$ cat config.mk
export PLATFORM = sky130hd
export DESIGN_NAME = fcvt_unit
export DESIGN_NICKNAME = d
export VERILOG_FILES = /design/src/rtl/fcvt_pkg.sv /design/src/rtl/fcvt_f2i_core.sv /design/src/rtl/fcvt_i2f_core.sv /design/src/rtl/fcvt_timer.sv /design/src/rtl/fcvt_unit.sv
export SDC_FILE = /design/constraint.sdc
export NUM_CORES = 1
export LEC_CHECK = 0
export ABC_AREA = 1
export BUFFER_PORTS_ARGS = -buffer_cell sky130_fd_sc_hd__buf_2
export CORE_MARGIN = 1.5
export CORE_UTILIZATION = 55
export DETAILED_ROUTE_END_ITERATION = 10
export PLACE_DENSITY = 0.71
export SYNTH_ARGS = -nofsm -noshare
export SYNTH_HDL_FRONTEND = slang
export SYNTH_SLANG_ARGS = --single-unit
$ cat constraint.sdc
create_clock -name clk -period 6.7 [get_ports clk]
set_input_delay 1.34 -clock clk [delete_from_list [all_inputs] [get_ports clk]]
set_output_delay 1.34 -clock clk [all_outputs]
set_load 0.02 [all_outputs]
$ cat src/rtl/fcvt_pkg.sv
`timescale 1ns/1ps
package fcvt_pkg;
  localparam int WORD_W  = 32;
  localparam int CAUSE_W = 16;

  typedef enum logic [1:0] {
    OP_I2F     = 2'd0,
    OP_F2I_RND = 2'd1,
    OP_F2I_TRN = 2'd2,
    OP_NONE    = 2'd3
  } cvt_op_e;

  localparam logic [CAUSE_W-1:0] CAUSE_RESERVED = 16'hFF60;
  localparam logic [CAUSE_W-1:0] CAUSE_INVALID  = 16'hFF70;

  typedef struct packed {
    logic [WORD_W-1:0]  value;
    logic               wr;
    logic               exc;
    logic [CAUSE_W-1:0] cause;
    logic               fz;
    logic               fs;
    logic               fov;
    logic               fcy;
    logic               cy_upd;
    logic               inexact;
    logic               invalid;
  } cvt_res_t;
endpackage

$ cat src/rtl/fcvt_f2i_core.sv
`timescale 1ns/1ps
// Single precision to signed integer, rounded (half away) or truncated.
module fcvt_f2i_core
  import fcvt_pkg::*;
(
  input  logic [WORD_W-1:0] src,
  input  logic              trunc_mode,
  output cvt_res_t          res
);
  localparam int FRAC_W = 23;
  localparam int WIDE_W = 96;   // 32 integer bits + 64 fraction bits

  logic              sgn, rsv, huge, half, tail, oor;
  logic [7:0]        ex;
  logic [FRAC_W-1:0] fr;
  logic [FRAC_W:0]   sig;
  logic [WIDE_W-1:0] wide;
  logic [31:0]       ipart, ival;
  logic [32:0]       mag;

  always_comb begin
    sgn  = src[31];
    ex   = src[30:23];
    fr   = src[FRAC_W-1:0];
    sig  = {1'b1, fr};
    rsv  = (ex == 8'hFF) || (ex == 8'd0 && fr != '0);
    huge = (ex >= 8'd159);                 // magnitude at least 2^32
    wide = '0;
    if (ex >= 8'd86 && !huge)
      wide = {{(WIDE_W-FRAC_W-1){1'b0}}, sig} << (ex - 8'd86);
    else if (ex != 8'd0 && !huge)
      wide = {{(WIDE_W-1){1'b0}}, 1'b1};   // below 2^-40: only a sticky bit
    ipart = wide[95:64];
    half  = wide[63];
    tail  = |wide[62:0];
    mag   = trunc_mode ? {1'b0, ipart} : ({1'b0, ipart} + {32'd0, half});
    oor   = huge || (sgn ? (mag > 33'h080000000) : (mag >= 33'h080000000));
    ival  = sgn ? (32'd0 - mag[31:0]) : mag[31:0];

    res = '0;
    if (rsv) begin
      res.exc   = 1'b1;
      res.cause = CAUSE_RESERVED;
    end else if (oor) begin
      res.exc     = 1'b1;
      res.cause   = CAUSE_INVALID;
      res.invalid = 1'b1;
    end else begin
      res.value   = ival;
      res.wr      = 1'b1;
      res.fz      = (ival == 32'd0);
      res.fs      = ival[31];
      res.inexact = half | tail;
    end
  end
endmodule

$ cat src/rtl/fcvt_i2f_core.sv
`timescale 1ns/1ps
// Signed integer to single precision, round to nearest even.
module fcvt_i2f_core
  import fcvt_pkg::*;
(
  input  logic [WORD_W-1:0] src,
  output cvt_res_t          res
);
  localparam int MANT_W = 24;

  function automatic logic [4:0] lead_zeros(input logic [31:0] v);
    lead_zeros = 5'd0;
    for (int i = 0; i < 32; i++)
      if (v[i]) lead_zeros = 5'(31 - i);
  endfunction

  logic              sgn, guard, sticky, bump;
  logic [31:0]       mag, norm, packed_f;
  logic [4:0]        lz;
  logic [MANT_W-1:0] keep;
  logic [MANT_W:0]   sum;
  logic [7:0]        expo;
  logic [22:0]       frac;

  always_comb begin
    sgn    = src[31];
    mag    = sgn ? (32'd0 - src) : src;
    lz     = lead_zeros(mag);
    norm   = mag << lz;
    keep   = norm[31:8];
    guard  = norm[7];
    sticky = |norm[6:0];
    bump   = guard & (sticky | keep[0]);
    sum    = {1'b0, keep} + {{MANT_W{1'b0}}, bump};
    expo   = 8'd158 - {3'b0, lz} + {7'b0, sum[MANT_W]};
    frac   = sum[MANT_W] ? sum[23:1] : sum[22:0];
    packed_f = (mag == 32'd0) ? 32'd0 : {sgn, expo, frac};

    res         = '0;
    res.value   = packed_f;
    res.wr      = 1'b1;
    res.fz      = (packed_f == 32'd0);
    res.fs      = packed_f[31];
    res.fcy     = packed_f[31];
    res.cy_upd  = 1'b1;
    res.inexact = guard | sticky;
  end
endmodule

$ cat src/rtl/fcvt_timer.sv
`timescale 1ns/1ps
// Busy window and completion timing for one conversion at a time.
module fcvt_timer #(
  parameter int CW = 4
) (
  input  logic          clk,
  input  logic          rst_n,
  input  logic          load,
  input  logic [CW-1:0] count_init,
  output logic          busy,
  output logic          finish
);
  logic [CW-1:0] cnt;

  assign finish = busy && (cnt == '0);

  always_ff @(posedge clk) begin
    if (!rst_n) begin
      busy <= 1'b0;
      cnt  <= '0;
    end else if (load) begin
      busy <= 1'b1;
      cnt  <= count_init;
    end else if (finish) begin
      busy <= 1'b0;
    end else if (busy) begin
      cnt <= cnt - 1'b1;
    end
  end
endmodule

$ cat src/rtl/fcvt_unit.sv
`timescale 1ns/1ps
module fcvt_unit
  import fcvt_pkg::*;
#(
  parameter int F2I_CYCLES = 14,
  parameter int I2F_CYCLES = 16
) (
  input  logic         clk,
  input  logic         rst_n,
  input  logic         in_valid,
  output logic         in_ready,
  input  logic [1:0]   in_op,
  input  logic [31:0]  in_src,
  output logic         out_valid,
  output logic [31:0]  out_result,
  output logic         out_wr,
  output logic         out_exc,
  output logic [15:0]  out_cause,
  output logic         out_flag_z,
  output logic         out_flag_s,
  output logic         out_flag_ov,
  output logic         out_flag_cy,
  output logic         out_cy_upd,
  output logic         sticky_inexact,
  output logic         sticky_invalid
);
  localparam int MAX_LAT = (F2I_CYCLES > I2F_CYCLES) ? F2I_CYCLES : I2F_CYCLES;
  localparam int CW      = (MAX_LAT > 2) ? $clog2(MAX_LAT) : 1;

  cvt_op_e           op_in, op_q;
  logic              busy, finish, start;
  logic [WORD_W-1:0] src_q;
  logic [CW-1:0]     count_init;
  cvt_res_t          f2i_res, i2f_res, sel, out_q;

  assign op_in      = cvt_op_e'(in_op);
  assign in_ready   = !busy;
  assign start      = in_valid && in_ready && (op_in != OP_NONE);
  assign count_init = (op_in == OP_I2F) ? CW'(I2F_CYCLES - 1) : CW'(F2I_CYCLES - 1);

  fcvt_timer #(.CW(CW)) u_timer (
    .clk(clk), .rst_n(rst_n), .load(start), .count_init(count_init),
    .busy(busy), .finish(finish)
  );

  always_ff @(posedge clk) begin
    if (!rst_n) begin
      src_q <= '0;
      op_q  <= OP_I2F;
    end else if (start) begin
      src_q <= in_src;
      op_q  <= op_in;
    end
  end

  fcvt_f2i_core u_f2i (.src(src_q), .trunc_mode(op_q == OP_F2I_TRN), .res(f2i_res));
  fcvt_i2f_core u_i2f (.src(src_q), .res(i2f_res));

  assign sel = (op_q == OP_I2F) ? i2f_res : f2i_res;

  always_ff @(posedge clk) begin
    if (!rst_n) begin
      out_valid      <= 1'b0;
      out_q          <= '0;
      sticky_inexact <= 1'b0;
      sticky_invalid <= 1'b0;
    end else begin
      out_valid <= finish;
      if (finish) begin
        out_q          <= sel;
        sticky_inexact <= sticky_inexact | sel.inexact;
        sticky_invalid <= sticky_invalid | sel.invalid;
      end
    end
  end

  assign out_result  = out_q.value;
  assign out_wr      = out_q.wr;
  assign out_exc     = out_q.exc;
  assign out_cause   = out_q.cause;
  assign out_flag_z  = out_q.fz;
  assign out_flag_s  = out_q.fs;
  assign out_flag_ov = out_q.fov;
  assign out_flag_cy = out_q.fcy;
  assign out_cy_upd  = out_q.cy_upd;
endmodule

==> metrics.txt <==
Total Wirelength=38.6 mm; final net count=2089; RSZ-0062 raised after global routing=no; post-layout total power=3.40 mW; outcome=finished clean; root cell of the clock tree=clkbuf_16; count of input and output buffers=89; Crit-path slowest cell=dfxtp_1; Worst R2R Setup Slack=0.67 ns; largest vdd supply drop=0.197 mV; total power divided by cell area=285 nW/um^2; Remaining Overflow, GRT=0; post-synthesis to final-layout area growth=7.33%; design internal power=1.52 mW; count of standard-cell rows=51; number of failing setup endpoints in the final timing report=0; io pins=96; post-route clock skew=0.0103 ns; number of enable-type register cells in the synthesized netlist=0; final worst-path cycle share=90.0%; measured slew at the worst slew-check pin=0.962 ns; clock insertion delay at the later pin of the skew report=0.35 ns; switching component of the power=1.87 mW; WP buf/inv=6; Primary FF master, synth=dfxtp_1; number of remaining DRC errors=0; wire length of the first global-routing pass=61.4 mm; Setup Slack @ Placement=0.522 ns; Final Core Density=60.8%; fraction of power spent switching nets=55.1%; number of antenna violations at the first check in global routing=0; first-pass detailed-route iteration total=6; power share of the sequential group=16.5%; biggest area contributors in the synthesized netlist=nand2_1 (19%), dfxtp_1 (14%), nand3_1 (12%), nor2_1 (7.1%), o21ai_0 (6.8%); mean routed wirelength per cell=16.7 um; most frequent cells in the layout=nand2_1 (560), nand3_1 (270), nor2_1 (210); Slew headroom=35.9%; async set-or-reset flop fraction in the synthesized netlist=0%; overall track demand over capacity in global routing=35.9%; fraction of synthesized cell area taken by the top area cell type=19.0%; core area=19600 um^2; Die Area=21000 um^2; TritonCTS clock tree=done; Worst path max stage delay=0.38 ns; fraction of layout cells with a size suffix above 1=11.1%; number of hold buffers added after cts=0; library cells used by synthesis=63; y dimension of the die=145 um; shortest period the worst path allows=6.03 ns; highest clock rate=166 MHz; clock network fraction of total power=17.6%; routed via count=13500; worst endpoint required time=6.97 ns; critical path start-end classification=register to register; Startpoint Class=register; final-report hold violation count=0; half-perimeter wire length after detailed placement=30.5 mm; cell leakage power=5.80 nW; number of inserted diodes=0; fraction of power consumed by combinational cells=65.8%; cell area after synthesis=11100 um^2; maximum number of pins on one net before global-route repair=70; final worst setup slack=0.670 ns; number of warnings reported in the yosys synthesis log=0; most common cell after layout, fill and taps aside=nand2_1; Slew Viols, Final=0; H-tree depth=3; number of sinks handled by clock tree synthesis=80; count of max-cap constraint violations=0; CTS buffer count=9; worst-case clock buffer depth=2; critical path's top delay family=simple AND/OR/NAND/NOR gates; Synth Area per Inst=5.50 um^2; maximum fanout along the worst path=18; Data arrival, critical path=6.30 ns; post-route antenna net violation count=0; count of filler cells inserted in the layout=2003; die boundary width=145 um; average via count per standard cell=5.83; sum of negative setup slack=0 ns; type of destination of the critical path=register; detailed router's first-iteration violation count=1495; post-synthesis instance total=2017; Most Frequent Cell on Critical Path=nand2_1; clock-pin slew on the worst setup and hold paths=0.07 ns; leading area contributor after synthesis=nand2_1; via count of the first global-routing pass=12000; flip-flop and latch count after synthesis=80; final estimated routing congestion in global placement=1.09; starting utilization of the core area=56.6%; post-synthesis sequential area ratio=14.4%; worst hold path class=register to register
-- worst paths after layout --
path	end	from	cells after the start
setup reg to reg	out_result[24]$_SDFFE_PN0P_	src_q[0]$_SDFFE_PN0P_	38
setup / recovery	out_result[24]$_SDFFE_PN0P_	src_q[0]$_SDFFE_PN0P_	38
hold reg to reg	sticky_invalid$_SDFFE_PN0P_	sticky_invalid$_SDFFE_PN0P_	2
hold / removal	sticky_invalid$_SDFFE_PN0P_	sticky_invalid$_SDFFE_PN0P_	2
-- final cells by class --
| cell class | instances | area, um^2 | share of cell area, % |
|---|---|---|---|
| Clock buffer | 9 | 225 | 1.89 |
| Clock inverter | 6 | 116 | 0.978 |
| Inverter | 210 | 816 | 6.85 |
| Multi-Input combinational cell | 1619 | 8130 | 68.3 |
| Sequential cell | 80 | 1600 | 13.5 |
| Tap cell | 265 | 332 | 2.79 |
| Timing Repair Buffer | 120 | 678 | 5.70 |
-- state kept, by name, indices dropped and copies added, names as in the netlist, 2 cells and up --
| name | count |
|---|---|
| out_result | 32 |
| src_q | 32 |
| u_timer.cnt | 4 |
| op_q | 2 |
| out_cause | 2 |
-- power groups by stage --
stage	combinational (mW)	clock, mW	sequential (mW)
floorplan	1.59	0	0.578
global placement	2.15	0	0.569
detailed placement	2.15	0	0.570
CTS	2.16	0.596	0.559
global route	2.46	0.619	0.566
finish	2.24	0.599	0.561
-- kinds of logic after synthesis --
| kind of cell | count (synthesis) | synth area share [%] |
|---|---|---|
| AO/OA/AOI/OAI | 319 | 15.8 |
| XOR/XNOR | 89 | 7.23 |
| adder cells (fa/ha/maj) | 12 | 1.35 |
| buffers and inverters | 323 | 12.6 |
| flip-flops | 80 | 14.4 |
| multiplexers | 17 | 1.53 |
| other | 1 | 0.0338 |
| AND/OR/NAND/NOR | 1176 | 47.0 |
-- cell usage after synthesis (all sizes together), types with 5 or more instances --
cell type / number
o22ai: 6
nor2: 227
mux2i: 17
inv: 204
nor4: 11
clkbuf: 41
nand3b: 6
nand3: 275
buf: 72
o21ai: 180
ha: 12
nand4: 42
or2: 11
xor2: 76
clkinv: 5
dfxtp: 80
xnor2: 13
nor3: 27
nand2: 569
o31ai: 6
a21oi: 88
a31oi: 22
-- through the flow --
stage                     area, um^2  hold slack, ns  std cells
after CTS                      11800           0.453       2303
after detailed placement       11500           0.443       2288
after floorplan                11100           0.440       2022
after global routing           11900           0.491       2309
after global placement         11500           0.436       2288
final                          11900           0.452       2309
-- tightest hold or removal path: cells and delay by family (launching register included) --
kind,cells,cell delay (ns)
DFF,1,0.31
AOI/OAI and AO/OA,1,0.05
buffers and inverters,1,0.04
-- per-layer routing --
| metal | vias up | part of all wire (%) | GRT usage, % | wire length (um) |
|---|---|---|---|---|
| met1 | 6086 | 44 | 48.4 | 16800 |
| met2 | 647 | 45 | 57.7 | 17400 |
| met3 | 101 | 7.4 | 4.15 | 2850 |
| met5 | - | 0 | 0 | 0 |
| li1 | 6637 | - | - | - |
| met4 | 0 | 4.0 | 15.6 | 1550 |
-- timing repair --
| item | CTS | global route |
|---|---|---|
| buffers inserted | 0 | 6 |
| hold endpoints to repair | 0 | 0 |
| gates resized for setup | 0 | 7 |
| endpoints found under the setup margin | 0 | 31 |
(Power assumes the default switching activity.)
